`config.mk`:
```
export PLATFORM = sky130hd
export DESIGN_NAME = mphase_clkdiv
export DESIGN_NICKNAME = d
export VERILOG_FILES = /design/src/rtl/mphase_clkdiv.sv
export SDC_FILE = /design/constraint.sdc
export NUM_CORES = 1
export LEC_CHECK = 0
export ABC_AREA = 1
export BUFFER_PORTS_ARGS = -buffer_cell sky130_fd_sc_hd__buf_2
export CAP_MARGIN = 20
export CORE_MARGIN = 2
export CORE_UTILIZATION = 45
export CTS_CLUSTER_DIAMETER = 50
export DETAILED_ROUTE_END_ITERATION = 10
export PLACE_DENSITY = 0.64
export SLEW_MARGIN = 10
export SYNTH_ARGS = -nofsm -noshare
export SYNTH_HDL_FRONTEND = slang
export SYNTH_SLANG_ARGS = --single-unit
```
`constraint.sdc`:
```
create_clock -name clk -period 1.7 [get_ports clk]
set_input_delay 0.17 -clock clk [delete_from_list [all_inputs] [get_ports clk]]
set_output_delay 0.17 -clock clk [all_outputs]
set_load 0.02 [all_outputs]
```
`src/rtl/mphase_clkdiv.sv`:
```
module mphase_clkdiv #(
  parameter int DIV_MID = 10,
  parameter int DIV_HI  = 100
) (
  input  logic       clk,
  input  logic       rst,
  input  logic [1:0] div_sel,
  input  logic [1:0] ph_sel,
  output logic [3:0] ph_out
);
  localparam int CW = $clog2(DIV_HI);

  logic [1:0]    div_n, ph_n, div_q, ph_q;
  logic [CW-1:0] pre_cnt, pre_last;
  logic [1:0]    step, step_last, step_nx;
  logic [3:0]    pat;
  logic          run, tick, restart;

  assign div_n = (div_sel == 2'b11) ? 2'b00 : div_sel;
  assign ph_n  = (ph_sel  == 2'b11) ? 2'b00 : ph_sel;

  always_comb begin
    case (div_q)
      2'b01:   pre_last = CW'(DIV_MID - 1);
      2'b10:   pre_last = CW'(DIV_HI - 1);
      default: pre_last = '0;
    endcase
  end

  always_comb begin
    case (ph_q)
      2'b01:   step_last = 2'd2;
      2'b10:   step_last = 2'd3;
      default: step_last = 2'd1;
    endcase
  end

  assign tick    = (pre_cnt == pre_last);
  assign restart = rst | (div_n != div_q) | (ph_n != ph_q);
  assign step_nx = !run ? 2'd0 : ((step == step_last) ? 2'd0 : step + 2'd1);

  always_comb begin
    case (ph_q)
      2'b01, 2'b10: pat = 4'b0001 << step_nx;
      default:      pat = step_nx[0] ? 4'b1010 : 4'b0101;
    endcase
  end

  always_ff @(posedge clk) begin
    if (restart) begin
      div_q   <= div_n;
      ph_q    <= ph_n;
      pre_cnt <= '0;
      step    <= 2'd0;
      run     <= 1'b0;
      ph_out  <= 4'b0000;
    end else begin
      pre_cnt <= tick ? '0 : pre_cnt + 1'b1;
      if (tick) begin
        run    <= 1'b1;
        step   <= step_nx;
        ph_out <= pat;
      end
    end
  end
endmodule


```
# Word level (Yosys, flattened, before mapping)
# Cells that the tools add are included.
dict set report word_totals {
  regBits 18
  latch_bits 0
  ram_bits 0
  mem_bits_ro 0
  input_bits 6
  elab_cells 31
  n_memories 0
}
dict set report op_classes {
  n_addsub 2
  mul 0
  div 0
  magnitude_cmp 0
  eq_ne 10
  shifts 1
  n_mux 8
  n_bitwise 2
  reduce_logical 2
}
# op n
set ops {}
lappend ops {{$pmux W7 S2} 1}
lappend ops {{$eq A2 B2 Y1 const B} 4}
lappend ops {{$mux W2} 4}
lappend ops {{$mux W4} 2}
lappend ops {{$add A7 B1 Y7 const B} 1}
lappend ops {{$eq A7 B7 Y1} 1}
lappend ops {{$eq A2 B1 Y1 const B} 2}
lappend ops {{$ne A2 B2 Y1} 2}
lappend ops {{$pmux W2 S2} 1}
lappend ops {{$reduce_or A2 Y1} 2}
lappend ops {{$shl A1 B2 Y4 const A} 1}
lappend ops {{$add A2 B1 Y2 const B} 1}
lappend ops {{$eq A2 B2 Y1} 1}
lappend ops {{$or A1 B1 Y1} 2}

# Logic depth before layout (Yosys ltp)
dict set report depth {
  ltp_word 7
  depth_mapped 11
}

# Worst setup path before layout
# OpenSTA, ideal clock, no wires.
dict set report synth_path {
  path_type {reg-to-reg}
  start {reg div_q[0]}
  end {reg pre_cnt[0]}
  arrival_time_ns 1.314
  slack_ns 0.267
  path_stages_with_launch 10
  path_buffers 1
  synth_period_minus_slack_ns 1.433
  path_cell_list {edfxtp_1 inv_1 ha_1 nand2_1 nand2_1 nor2_1 nand3_1 buf_4 nand2_1 nor2_1}
}
dict set report synth_between {
  elab_chain_cells 4
}
# item line_no
set synth_lines {}
lappend synth_lines {{from (decl)} 13} ;# logic [1:0] div_n, ph_n, div_q, ph_q;
lappend synth_lines {{from (signal assigned)} 51} ;# div_q <= div_n;
lappend synth_lines {{$eq A2 B2 Y1 (tied with other cells)} 23} ;# case (div_q)
lappend synth_lines {{$pmux W7 S2 / $or A1 B1 Y1 (equally long branches)} {23, 39}}
lappend synth_lines {{$eq A7 B7 Y1 / $or A1 B1 Y1 (equally long branches)} {38, 39}}
lappend synth_lines {{$reduce_or A2 Y1 (no source line) *} --}
lappend synth_lines {{to (signal assigned)} 58} ;# pre_cnt <= tick ? '0 : pre_cnt + 1'b1;
lappend synth_lines {{to (decl)} 14} ;# logic [CW-1:0] pre_cnt, pre_last;
# Every way passes the cells marked *; elsewhere a longest branch is shown, timed or not.
# A chain may end at the register's enable or synchronous reset.

# Worst setup path in the final report
dict set report layout_path {
  start {reg div_q[0]}
  end {reg ph_out[0]}
}
dict set report layout_between {
  elab_chain_cells 3
}
# item line_no
set layout_lines {}
lappend layout_lines {{$eq A2 B2 Y1 (tied with other cells)} 23}
lappend layout_lines {{$pmux W7 S2 / $or A1 B1 Y1 (equally long branches)} {23, 39}}
lappend layout_lines {{$eq A7 B7 Y1 / $or A1 B1 Y1 (equally long branches)} {38, 39}}
lappend layout_lines {{to (signal assigned)} 62} ;# ph_out <= pat;
lappend layout_lines {{to (decl)} 9} ;# output logic [3:0] ph_out
# Parallel ways exist; a longest one is shown, timed or not.

==> results.py <==
metrics = {
    "outcome": {
        "status": "finished clean",
    },
    "floorplan": {
        "fp.dieW_um": 51.1,
        "dieArea_um2": 2610,
        "core_area_um2": 2150,
        "io_pins": 10,
        "start_util_pct": 46.5,
        "row_count": 17,
        "die-height_um": 51.1,
    },
    "logic_synthesis": {
        "synth_fp_nets": 152,
        "ys_ff_latch": 18,
        "syn_inst": 142,
        "syn_area_um2": 998,
        "synth_top_area_share_pct": 28.1,
        "synth.most_common_cell": "nand2_1",
        "synth_cell_type_count": 21,
        "async_flop_share_pct": 0,
        "ys_top_cells_by_area": "dfxtp_1 (28%), nand2_1 (16%), edfxtp_1 (12%)",
        "syn_avg_cell_area_um2": 7.03,
        "synth_enable_flop_cells": 4,
        "ys_warn_count": 0,
        "ys_seq_area_share_pct": 40.1,
        "synth_top_flop_cell": "dfxtp_1",
        "synth_commonest_cells": "nand2_1 (42), inv_1 (26), nor2_1 (18)",
        "yosys.area.top_type": "dfxtp_1",
    },
    "grt": {
        "grt_max_degree": 14,
        "grt-ovfl-total": 0,
        "grt_antenna_before_repair": 0,
        "grt_usage_pct": 15.9,
        "grt_pass1_wl_um": 3080,
        "grt_pass1_vias": 783,
    },
    "clock_tree": {
        "cts_sinks": 18,
        "cts_tree": "done",
        "ctsHoldBuffers": 0,
        "clkLatencyLatePin_ns": 0.30,
        "cts-htree-levels": 1,
        "path_clk_slew_ns": 0.11,
        "cts_max_path_buffers": 2,
        "postCtsSetupBuffers": 0,
        "cts_root_buf": "clkbuf_4",
        "cts_made_buffers": 3,
    },
    "setup_path": {
        "crit_path_frequent_cell": "nand2_1",
        "critPathSlowestCell": "edfxtp_1",
        "path_max_fanout": 7,
        "cp_cell_sequence": "inv_1 -> ha_1 -> nand2_1 -> nand2_1 -> nor2_1 -> nand3_2 -> nor2_1 -> nand3_1 -> nand2_1",
        "worst_path_largest_cell_delay_ns": 0.42,
        "worstSetupPathType": "reg -> reg",
        "crit_arrival_ns": 1.78,
        "endpoint_kind": "flip-flop",
        "start_kind": "flip-flop",
        "critical_path_required_ns": 1.95,
    },
    "placement": {
        "hpwl_um": 1300,
        "io_buffers": 9,
        "place_congestion": 0.770,
        "placed_cell_area_um2": 1070,
        "dp_cells": 179,
    },
    "pwr": {
        "p_sw_mw": 0.247,
        "clkPwrFrac_pct": 30.1,
        "power-per-cell-area_nw_per_um2": 797,
        "p_sw_share_pct": 27.8,
        "max-vdd-ir-drop_mv": 0.453,
        "cellLeakagePower_nw": 0.571,
        "power.internal_mw": 0.642,
        "seq_power_share_pct": 51.9,
        "p_comb_share_pct": 17.9,
    },
    "detailed_routing": {
        "firstDrtPassIters": 4,
        "ant_nets": 0,
        "drc": 0,
        "drt_wl_total_um": 1640,
        "wire_per_inst_um": 8.97,
        "viasPerCell": 4.50,
        "drtIter0Drc": 6,
        "num_vias": 823,
    },
    "job": {
        "cap_violations": 0,
    },
    "sta": {
        "drv_slew": 0,
        "finalSetupViolations": 0,
        "period_share_pct": 90.3,
        "relSlewSlack_pct": 81.0,
        "worst_pin_slew_ns": 0.284,
        "hold_violations": 0,
        "fmax_ghz": 0.652,
        "clock_skew_ns": 0.00182,
        "min_period_ns": 1.53,
    },
    "final_layout": {
        "layout.area.seq_um2": 400,
        "final_area_um2": 1120,
        "area_delta_synth_final_pct": 11.8,
        "finalNonFillerCells": 183,
        "nets": 166,
        "drive_gt1_share_pct": 13.5,
        "fillers": 219,
        "multi_input_area_um2": 483,
        "diodes": 0,
    },
    "hold_path": {
        "hold_class": "in -> reg",
    },
}
-- layer usage --
metal  part of all wire (%)  global-route usage [%]  vias to the layer above
li1                       -                       -                      454
met1                     51                    18.3                      355
met2                     44                    27.3                       10
met3                    2.8                    2.92                        4
met4                    2.1                    9.46                        0
met5                      0                       0                        -
-- stage by stage --
stage	power, mW	utilization, %	hold WS (ns)	setup TNS [ns]	worst slack, ns
finish	0.890	52.0	0.187	0	0.166
global route	0.945	52.0	0.178	-0.00288	-0.00288
CTS	0.899	51.7	0.179	0	0.0835
detailed placement	0.629	50.0	0.456	0	0.116
global placement	0.626	50.0	0.457	0	0.131
floorplan	0.592	-	0.361	0	0.267
-- registers in the layout, summed over array words and instances, names as in the netlist --
register	flops
ph_out	4
div_q	2
step	2
pre_cnt	7
run	1
ph_q	2
-- final timing paths --
kind | startpoint | endpoint | slack [ns] | cells after the start
setup / recovery | div_q[0]$_DFFE_PP_ | ph_out[0]$_SDFFE_PP0N_ | 0.17 | 9
hold / removal | ph_sel[1] | ph_q[0]$_DFFE_PP_ | 0.19 | 2
setup reg to reg | div_q[0]$_DFFE_PP_ | ph_out[0]$_SDFFE_PP0N_ | 0.17 | 9
hold reg to reg | ph_out[2]$_SDFFE_PP0N_ | ph_out[2]$_SDFFE_PP0N_ | 0.47 | 2
-- cell usage in the layout (no fill, tap or decap), types with 2 or more instances in the layout --
master    netlist  layout
edfxtp_1        4       4
xor2_1          4       4
dfxtp_1        14      14
xnor2_1         2       2
clkbuf_4        0       3
nor2_1         18      18
buf_2           0       9
buf_4           1       2
ha_1            4       4
nand3_1        16      15
nand2_1        42      42
inv_1          26      26
-- power by group through the flow --
stage                     clock [mW]  sequential, mW  combinational (mW)
final                          0.268           0.462               0.160
after global routing           0.295           0.465               0.186
after CTS                      0.279           0.462               0.158
after detailed placement           0           0.472               0.158
after global placement             0           0.471               0.155
after floorplan                    0           0.471               0.120
-- cells by family (layout without fill, tap and decap cells) --
group | after synthesis | after routing | synth area share [%]
compound gates | 3 | 3 | 1.75
fa+ha+maj | 4 | 4 | 5.01
xor+xnor | 6 | 6 | 5.26
simple gates | 82 | 82 | 35.8
buf+inv | 29 | 42 | 12.0
flops | 18 | 18 | 40.1
-- worst max-delay path, delay by kind of cell (launching register included) --
family / cells / cell delay [ns]
adder cells (fa/ha/maj): 1 / 0.24
buffers and inverters: 1 / 0.09
flip-flops: 1 / 0.42
AND/OR/NAND/NOR: 7 / 0.73
-- area by class of cell --
cell class                 instances  area share, %
multi-input combinational         95           43.3
sequential                        18           35.9
inverter                          27           9.08
timing repair buffer              11           5.38
clock buffer                       4           3.25
tap                               28           3.14
-- timing repair --
| item | in CTS | in global routing |
|---|---|---|
| setup endpoints to repair | 0 | 11 |
| hold endpoints to repair | 0 | 0 |
| gates resized for setup | 0 | 1 |
(Power assumes the default switching activity.)
